### src/rtl/bcs_pkg.sv
package bcs_pkg;

   typedef enum logic [2:0] {
      K_FETCH = 3'd0,
      K_MRD   = 3'd1,
      K_MWR   = 3'd2,
      K_IORD  = 3'd3,
      K_IOWR  = 3'd4
   } cyc_kind_e;

   typedef enum logic [2:0] {
      ST_IDLE = 3'd0,
      ST_T1   = 3'd1,
      ST_T2   = 3'd2,
      ST_TW   = 3'd3,
      ST_T3   = 3'd4,
      ST_T4   = 3'd5,
      ST_HOLD = 3'd6
   } tstate_e;

   function automatic logic kind_ok(input logic [2:0] k);
      return (k <= 3'd4);
   endfunction

   function automatic logic kind_reads(input logic [2:0] k);
      return (k == K_FETCH) || (k == K_MRD) || (k == K_IORD);
   endfunction

   function automatic logic kind_io(input logic [2:0] k);
      return (k == K_IORD) || (k == K_IOWR);
   endfunction

   function automatic logic [1:0] kind_status(input logic [2:0] k);
      case (k)
         K_FETCH:        return 2'b11;
         K_MRD, K_IORD:  return 2'b10;
         K_MWR, K_IOWR:  return 2'b01;
         default:        return 2'b00;
      endcase
   endfunction

endpackage

### src/rtl/bcs_req_latch.sv
module bcs_req_latch
   import bcs_pkg::*;
#(
   parameter int DATA_W = 8,
   parameter int ADDR_W = 16
) (
   input  logic              clk,
   input  logic              rst_n,
   input  logic              load,
   input  logic [2:0]        kind_in,
   input  logic [ADDR_W-1:0] addr_in,
   input  logic [DATA_W-1:0] wdata_in,
   output logic [2:0]        kind_q,
   output logic [ADDR_W-1:0] addr_q,
   output logic [DATA_W-1:0] wdata_q
);
   localparam int HI_W = ADDR_W - DATA_W;

   logic [DATA_W-1:0] port_num;
   logic [HI_W-1:0]   io_hi;
   logic [ADDR_W-1:0] formed_addr;

   assign port_num = addr_in[DATA_W-1:0];

   // Port number widened or narrowed onto the upper address field.
   generate
      if (HI_W == DATA_W) begin : g_hi_same
         assign io_hi = port_num;
      end else if (HI_W > DATA_W) begin : g_hi_wide
         assign io_hi = {{(HI_W-DATA_W){1'b0}}, port_num};
      end else begin : g_hi_narrow
         assign io_hi = port_num[HI_W-1:0];
      end
   endgenerate

   assign formed_addr = kind_io(kind_in) ? {io_hi, port_num} : addr_in;

   always_ff @(posedge clk or negedge rst_n) begin
      if (!rst_n) begin
         kind_q  <= 3'd0;
         addr_q  <= '0;
         wdata_q <= '0;
      end else if (load) begin
         kind_q  <= kind_in;
         addr_q  <= formed_addr;
         wdata_q <= wdata_in;
      end
   end

endmodule

### src/rtl/bcs_tstate_fsm.sv
module bcs_tstate_fsm
   import bcs_pkg::*;
#(
   parameter bit FETCH_DECODE_ST = 1'b1
) (
   input  logic       clk,
   input  logic       rst_n,
   input  logic       req_valid_i,
   input  logic [2:0] req_kind_i,
   input  logic [2:0] cur_kind_i,
   input  logic       ready_i,
   input  logic       hold_i,
   output tstate_e    st_q,
   output logic       load_o,
   output logic       last_o,
   output logic       hlda_o
);
   tstate_e st_d;
   logic    t3_is_last;
   logic    boundary;
   logic    accept;

   generate
      if (FETCH_DECODE_ST) begin : g_fetch_long
         assign t3_is_last = (cur_kind_i != K_FETCH);
      end else begin : g_fetch_short
         assign t3_is_last = 1'b1;
      end
   endgenerate

   assign last_o   = ((st_q == ST_T3) && t3_is_last) || (st_q == ST_T4);
   assign boundary = (st_q == ST_IDLE) || last_o;
   assign accept   = req_valid_i && kind_ok(req_kind_i) && !hold_i;
   assign load_o   = boundary && accept;
   assign hlda_o   = (st_q == ST_HOLD);

   always_comb begin
      st_d = st_q;
      if (boundary) begin
         if (hold_i)      st_d = ST_HOLD;
         else if (accept) st_d = ST_T1;
         else             st_d = ST_IDLE;
      end else begin
         case (st_q)
            ST_T1:        st_d = ST_T2;
            ST_T2, ST_TW: st_d = ready_i ? ST_T3 : ST_TW;
            ST_T3:        st_d = ST_T4;
            ST_HOLD:      st_d = hold_i ? ST_HOLD : ST_IDLE;
            default:      st_d = ST_IDLE;
         endcase
      end
   end

   always_ff @(posedge clk or negedge rst_n) begin
      if (!rst_n) st_q <= ST_IDLE;
      else        st_q <= st_d;
   end

   AST_WAIT_STRETCH: assert property (@(posedge clk) disable iff (!rst_n)
      ((st_q == ST_T2 || st_q == ST_TW) && !ready_i) |=> (st_q == ST_TW));
   AST_FETCH_FOURTH: assert property (@(posedge clk) disable iff (!rst_n)
      (FETCH_DECODE_ST && st_q == ST_T3 && cur_kind_i == K_FETCH) |=> (st_q == ST_T4));
   AST_GRANT_NEEDS_REQ: assert property (@(posedge clk) disable iff (!rst_n)
      $rose(hlda_o) |-> $past(hold_i));
   AST_BAD_KIND_IGNORED: assert property (@(posedge clk) disable iff (!rst_n)
      (st_q == ST_IDLE && req_valid_i && !kind_ok(req_kind_i)) |=> (st_q != ST_T1));

endmodule

### src/rtl/bcs_bus_drive.sv
module bcs_bus_drive
   import bcs_pkg::*;
#(
   parameter int DATA_W = 8,
   parameter int ADDR_W = 16
) (
   input  logic              clk,
   input  logic              rst_n,
   input  tstate_e           st_i,
   input  logic              last_i,
   input  logic [2:0]        kind_i,
   input  logic [ADDR_W-1:0] addr_i,
   input  logic [DATA_W-1:0] wdata_i,
   input  logic [DATA_W-1:0] mux_in,
   output logic [ADDR_W-DATA_W-1:0] addr_hi,
   output logic [DATA_W-1:0] mux_out,
   output logic              mux_oe,
   output logic              addr_strobe,
   output logic              read_en_n,
   output logic              write_en_n,
   output logic              io_space,
   output logic [1:0]        cyc_status,
   output logic              ctl_oe,
   output logic [DATA_W-1:0] rdata,
   output logic              done
);
   logic active;
   logic data_phase;
   logic reads;

   assign active     = (st_i == ST_T1) || (st_i == ST_T2) || (st_i == ST_TW) ||
                       (st_i == ST_T3) || (st_i == ST_T4);
   assign data_phase = (st_i == ST_T2) || (st_i == ST_TW) || (st_i == ST_T3);
   assign reads      = kind_reads(kind_i);

   assign addr_strobe = (st_i == ST_T1);
   assign mux_oe      = (st_i == ST_T1) || (data_phase && !reads);
   assign mux_out     = (st_i == ST_T1) ? addr_i[DATA_W-1:0] : wdata_i;
   assign addr_hi     = addr_i[ADDR_W-1:DATA_W];
   assign read_en_n   = !(data_phase && reads);
   assign write_en_n  = !(data_phase && !reads);
   assign io_space    = active && kind_io(kind_i);
   assign cyc_status  = active ? kind_status(kind_i) : 2'b00;
   assign ctl_oe      = (st_i != ST_HOLD);

   always_ff @(posedge clk or negedge rst_n) begin
      if (!rst_n) begin
         rdata <= '0;
         done  <= 1'b0;
      end else begin
         done <= last_i;
         if (st_i == ST_T3 && reads) rdata <= mux_in;
      end
   end

   AST_ALE_SINGLE: assert property (@(posedge clk) disable iff (!rst_n)
      addr_strobe |=> !addr_strobe);
   AST_DONE_SINGLE: assert property (@(posedge clk) disable iff (!rst_n)
      done |=> !done);

endmodule

### src/rtl/bus_cycle_seq.sv
module bus_cycle_seq
   import bcs_pkg::*;
#(
   parameter int DATA_W          = 8,
   parameter int ADDR_W          = 16,
   parameter bit FETCH_DECODE_ST = 1'b1
) (
   input  logic                     clk,
   input  logic                     rst_n,
   input  logic                     req_valid,
   input  logic [2:0]               req_kind,
   input  logic [ADDR_W-1:0]        req_addr,
   input  logic [DATA_W-1:0]        req_wdata,
   input  logic                     xfer_ok,
   input  logic                     bus_req,
   output logic [ADDR_W-DATA_W-1:0] addr_hi,
   output logic [DATA_W-1:0]        mux_out,
   output logic                     mux_oe,
   input  logic [DATA_W-1:0]        mux_in,
   output logic                     addr_strobe,
   output logic                     read_en_n,
   output logic                     write_en_n,
   output logic                     io_space,
   output logic [1:0]               cyc_status,
   output logic                     ctl_oe,
   output logic [DATA_W-1:0]        rdata,
   output logic                     done,
   output logic                     bus_grant
);
   localparam int HI_W = ADDR_W - DATA_W;

   generate
      if (DATA_W < 1) begin : g_bad_data
         $error("bus_cycle_seq: DATA_W must be positive");
      end
      if (HI_W < 1) begin : g_bad_addr
         $error("bus_cycle_seq: ADDR_W must exceed DATA_W");
      end
   endgenerate

   tstate_e           st;
   logic              load;
   logic              last;
   logic [2:0]        kind_q;
   logic [ADDR_W-1:0] addr_q;
   logic [DATA_W-1:0] wdata_q;

   bcs_req_latch #(.DATA_W(DATA_W), .ADDR_W(ADDR_W)) u_latch (
      .clk      (clk),
      .rst_n    (rst_n),
      .load     (load),
      .kind_in  (req_kind),
      .addr_in  (req_addr),
      .wdata_in (req_wdata),
      .kind_q   (kind_q),
      .addr_q   (addr_q),
      .wdata_q  (wdata_q)
   );

   bcs_tstate_fsm #(.FETCH_DECODE_ST(FETCH_DECODE_ST)) u_fsm (
      .clk         (clk),
      .rst_n       (rst_n),
      .req_valid_i (req_valid),
      .req_kind_i  (req_kind),
      .cur_kind_i  (kind_q),
      .ready_i     (xfer_ok),
      .hold_i      (bus_req),
      .st_q        (st),
      .load_o      (load),
      .last_o      (last),
      .hlda_o      (bus_grant)
   );

   bcs_bus_drive #(.DATA_W(DATA_W), .ADDR_W(ADDR_W)) u_drive (
      .clk         (clk),
      .rst_n       (rst_n),
      .st_i        (st),
      .last_i      (last),
      .kind_i      (kind_q),
      .addr_i      (addr_q),
      .wdata_i     (wdata_q),
      .mux_in      (mux_in),
      .addr_hi     (addr_hi),
      .mux_out     (mux_out),
      .mux_oe      (mux_oe),
      .addr_strobe (addr_strobe),
      .read_en_n   (read_en_n),
      .write_en_n  (write_en_n),
      .io_space    (io_space),
      .cyc_status  (cyc_status),
      .ctl_oe      (ctl_oe),
      .rdata       (rdata),
      .done        (done)
   );

   AST_GRANT_QUIET: assert property (@(posedge clk) disable iff (!rst_n)
      bus_grant |-> (!mux_oe && !ctl_oe && read_en_n && write_en_n && !addr_strobe));
   AST_GRANT_AT_EDGE: assert property (@(posedge clk) disable iff (!rst_n)
      $rose(bus_grant) |-> ($past(done) == 1'b0 || $past(bus_req)));

endmodule

### config.mk
export PLATFORM = sky130hd
export DESIGN_NAME = bus_cycle_seq
export DESIGN_NICKNAME = d
export VERILOG_FILES = /design/src/rtl/bcs_pkg.sv /design/src/rtl/bcs_req_latch.sv /design/src/rtl/bcs_tstate_fsm.sv /design/src/rtl/bcs_bus_drive.sv /design/src/rtl/bus_cycle_seq.sv
export SDC_FILE = /design/constraint.sdc
export NUM_CORES = 1
export LEC_CHECK = 0
export BUFFER_PORTS_ARGS = -buffer_cell sky130_fd_sc_hd__buf_2
export CAP_MARGIN = 0
export CORE_ASPECT_RATIO = 0.5
export CORE_MARGIN = 5
export CORE_UTILIZATION = 52
export DETAILED_ROUTE_END_ITERATION = 10
export PLACE_DENSITY = 0.84
export SLEW_MARGIN = 5
export SYNTH_ARGS = -nofsm -noshare
export SYNTH_HDL_FRONTEND = slang
export SYNTH_SLANG_ARGS = --single-unit
### constraint.sdc
create_clock -name clk -period 2.69 [get_ports clk]
set_input_delay 0.4035 -clock clk [delete_from_list [all_inputs] [get_ports clk]]
set_output_delay 0.4035 -clock clk [all_outputs]
set_load 0.05 [all_outputs]
# --- Word-level counts from Yosys, hierarchy flattened ---
# Index checks and enable logic that the tools add are counted.
# Widths: inputs -> output; s select.
word_totals:
  inputBits: 40
  word_cells: 61
  ff_bits: 39
op_classes:
  reduce_logical: 31
  eq_ne: 13
  n_lt_le_gt_ge: 1
  n_mux: 10
ops:
  columns: ["operator", "count"]
  rows:
  - ["$mux 16", 1]
  - ["$eq 3x2->1 const B", 5]
  - ["$eq 3x3->1 const B", 5]
  - ["$logic_or 1x1->1", 13]
  - ["$mux 3", 4]
  - ["$pmux 3 s4", 1]
  - ["$logic_and 1x1->1", 8]
  - ["$mux 8", 1]
  - ["$eq 3x1->1 const B", 2]
  - ["$logic_not 3->1", 2]
  - ["$pmux 2 s3", 1]
  - ["$reduce_or 2->1", 3]
  - ["$logic_not 1->1", 4]
  - ["$le 3x3->1 const B", 1]
  - ["$ne 3x3->1 const B", 1]
  - ["$reduce_bool 3->1", 1]
  - ["$mux 2", 1]
  - ["$mux 1", 1]

# --- Longest topological paths before layout ---
logic_depth:
  word_depth: 6
  ltp_mapped: 6

# --- By module ---
# Synthesis repeated with hierarchy kept, for this count alone.
unflattened:
  hier_cells: 168
  hier_area_um2: 1950.6
modules_own_cells:
  columns: ["module", "cells_per_inst", "area_each_um2", "n_inst", "seq_area_each_um2"]
  rows:
  - ["bcs_req_latch", 88, 1116.1, 1, 675.6]
  - ["bcs_bus_drive", 52, 599.3, 1, 225.2]
  - ["bcs_tstate_fsm", 28, 235.2, 1, 75.1]

# --- Worst setup path before layout ---
# OpenSTA, ideal clock, no wires.
synth_path:
  path_kind: "register to output"
  start: "register u_fsm.st_q[1]"
  end: "output port cyc_status[0]"
  slack_ns: 0.359
  stages_incl_launch_ff: 6
  arrival_ns: 1.928
  t_required_ns: 2.287
  cell_sequence: "dfrtp_1 -> buf_6 -> nor2_1 -> inv_1 -> o21ai_0 -> a211oi_1"
synth_via:
  elab_chain_len: 6
  word_cells_on_any_way: 10
  classes_between: "eq/ne (5); mux (1); reduce/logical (4)"
synth_lines:
  columns: ["item", "line_no", "rtl"]
  rows:
  - ["from (decl)", "bcs_tstate_fsm.sv:13", "output tstate_e st_q,"]
  - ["from (signal assigned)", "bcs_tstate_fsm.sv:56", "else st_q <= st_d;"]
  - ["$eq 3x1->1 or $eq 3x2->1 (tied branches)", "bcs_bus_drive.sv:31", "assign active = (st_i == ST_T1) || (st_i == ST_T2) || (st_i == ST_TW) ||"]
  - ["$logic_or 1x1->1 (3 in series)", "bcs_bus_drive.sv:31", null]
  - ["$logic_or 1x1->1 (*)", "bcs_bus_drive.sv:32", "(st_i == ST_T3) || (st_i == ST_T4);"]
  - ["$mux 2 (*)", "bcs_bus_drive.sv:43", "assign cyc_status = active ? kind_status(kind_i) : 2'b00;"]
  - ["to (decl)", "bus_cycle_seq.sv:24", "output logic [1:0] cyc_status,"]
# Mark *: on every way between the ends. The rest lies on a longest branch, timed or not.

# --- Worst setup path in the final report ---
# Same ends and word-level chain as after synthesis.

==> results.txt <==
Max incr delay on CP -> 0.48 ns
Largest family of logic cells by synthesized area -> multiplexers
Sequential fraction of the synthesis area -> 0.4827
CTS tree -> built
CTS Sinks -> 39
Synth Area in Adders -> 0
RSZ-0062 raised after global routing -> no
Setup crit start kind -> register
CTS Root Cell -> clkbuf_8
WHS -> 0.2137 ns
Hold Crit Class -> primary input to async pin
Share of cells above drive strength 1 -> 0.6438
Met3 Track Usage GR -> 0.06727
Crit path arrival time -> 1.86 ns
Setup bufs post-CTS -> 0
Worst-Margin Slew -> 0.8582 ns
Setup TNS -> 0 ns
Min cycle time layout -> 2.260 ns
Global route overflow -> 0
Num CTS Buffers -> 5
Kind of critical path -> register to output port
YS warnings -> 0
R2R depth -> 5
Reg2Reg Setup Slack -> 0.61 ns
Cell Chain, Critical Path -> nor2_1, inv_1, o21ai_0, a211oi_1, buf_2
Synth cell types -> 28
Gr busiest metal -> met2
Mapped Cells -> 148
Port bufs -> 73
Crit path max-delay cell type -> dfrtp_1
Slew Limit Fails -> 0
Site Rows -> 16
Synth Cell Area -> 0.002022 mm2
Reg2reg start -> u_latch.kind_q[1]
Slew HR -> 0.4279
CTS Hold Bufs -> 0
Largest fanout on the critical path -> 10
Routed WL -> 4124 um
Worst-path clk slew -> 0.08 ns
DRT iter0 DRCs -> 54
Io pins -> 74
Vias/cell -> 5.077
ANT cells -> 0
Post-Synth Simple-Gate Area -> 0.06002
# nets final -> 258
Die H -> 54.10 um
Initial Util -> 0.5288
Routed length per instance -> 15.11 um
Critical Path Sink Type -> output port
Worst skew pair latency -> 0.30 ns
Synth Area in Compound Gates -> 0.06250
First-pass GRT wire length -> 6658 um
Largest net degree at the start of global routing -> 40
Tcrit/Tclk final -> 0.8400
Proportion of synthesized area in mux cells -> 0.3212
Pre-antenna DRT Iters -> 4
Routed Antenna Nets -> 0
Worst reg2reg path endpoint -> u_latch.addr_q[3]
Max-Cap Viols -> 0
Die ar. -> 0.005311 mm2
Grt met2 use -> 0.3074
DRC errors left -> 0
Initial antenna violation count -> 0
Max Freq -> 442.6 MHz
Dpl hpwl -> 3054 um
H-tree Lvls -> 2
Overall routing resource usage -> 0.1652
Final hold violations -> 0
Die width -> 98.19 um
Clk buf depth -> 2
Post-synth net total -> 188
Worst Skew -> 0.005671 ns
Area delta synth->final -> 21.23%
Outcome -> complete, no violations
M1 GR Usage -> 0.1761
CP required -> 2.29 ns
Syn Area/Cell -> 13.66 um2
Vias in the first global route -> 1,432
Routability Congestion -> 0.8417
#FFs+latches synth -> 39
Vias -> 1,386
Core ar. -> 0.003824 mm2
Setup Viol. Count Final -> 0
Synth Area in XOR/XNOR -> 0
CTS resizes -> 0
## cells in the final DEF (no fill, tap or decap), types with 4 or more instances in the layout
cell and n:
buf_2 73, dfrtp_1 39, mux2_2 31, mux2_4 20
o21ai_0 7, clkbuf_8 6, nor2_1 5, inv_1 5
nand2_1 5, nand2b_1 4
## final cells by class
class | count | area [um2]
Fill cell | 299 | 1373
Sequential cell | 39 | 975.9
Multi-Input combinational cell | 90 | 902.1
Timing Repair Buffer | 76 | 387.9
Clock buffer | 7 | 86.33
Tap cell | 54 | 67.56
Inverter | 6 | 22.52
Clock inverter | 1 | 8.758
## per-stage QoR
stage	instance area, um2	worst slack, ns	instances	utilization
after floorplan	2022	0.3590	148	-
after global placement	2356	0.6728	265	0.6162
after detailed placement	2356	0.6384	265	0.6162
after CTS	2451	0.4419	273	0.6410
after global routing	2451	0.2796	273	0.6410
final	2451	0.4304	273	0.6410
## cells in the mapped netlist
| cell | instances | area, um2 |
|---|---|---|
| a22oi_1 | 1 | 7.510 |
| nand2_1 | 5 | 18.77 |
| dfrtp_1 | 39 | 975.9 |
| nand2b_1 | 4 | 25.02 |
| inv_2 | 1 | 3.750 |
| nor3b_1 | 2 | 15.01 |
| a21o_2 | 1 | 8.760 |
| a21oi_1 | 3 | 15.01 |
| buf_4 | 8 | 60.06 |
| buf_12 | 2 | 40.04 |
| a21o_1 | 1 | 7.510 |
| o311ai_0 | 1 | 8.760 |
| o211ai_4 | 1 | 21.27 |
| nor2b_1 | 1 | 6.260 |
| or2_2 | 1 | 6.260 |
| a221oi_1 | 1 | 8.760 |
| nor2_1 | 5 | 18.77 |
| nor4_2 | 1 | 12.51 |
| mux2_2 | 31 | 349.1 |
| mux2_4 | 20 | 300.3 |
| inv_1 | 5 | 18.77 |
| a211oi_1 | 1 | 7.510 |
| and3b_1 | 1 | 8.760 |
| buf_6 | 2 | 22.52 |
| o21ai_0 | 7 | 35.03 |
| o22ai_1 | 1 | 6.260 |
| nor3_2 | 1 | 10.01 |
| buf_1 | 1 | 3.750 |
## kinds of logic after synthesis
family          count (synthesis)
mux                            51
flops                          39
simple gates                   21
buf+inv                        19
compound gates                 18
## flip-flops by register name (all words and copies together) (netlist names)
register,count
u_latch.addr_q,16
u_drive.rdata,8
u_latch.wdata_q,8
u_fsm.st_q,3
u_latch.kind_q,3
u_drive.done,1
## per-layer routing
| metal | share of wire | vias up |
|---|---|---|
| met4 | 0.017 | 0 |
| met3 | 0.056 | 6 |
| met5 | 0 | - |
| met2 | 0.51 | 37 |
| met1 | 0.41 | 686 |
| li1 | - | 657 |
## worst max path at each step
stage | startpoint | slack (ns) | end | cells past startpoint
finish | u_fsm.st_q[1] | 0.43 | cyc_status[0] | 5
global route | u_fsm.st_q[1] | 0.28 | cyc_status[1] | 5
CTS | u_fsm.st_q[1] | 0.44 | cyc_status[0] | 5
detailed placement | u_latch.kind_q[1] | 0.64 | u_latch.addr_q[3] | 5
global placement | u_latch.kind_q[1] | 0.67 | u_latch.addr_q[0] | 5
floorplan | u_fsm.st_q[1] | 0.36 | cyc_status[0] | 5
## worst max-delay path: cells and delay by family, from the launching register on
family,cells,cell delay [ns]
flops,1,0.48
compound gates,2,0.45
buf+inv,2,0.35
simple gates,1,0.27
Power is not shown: default switching activity piles up to over one toggle a cycle in this logic, so the estimate is an artifact.
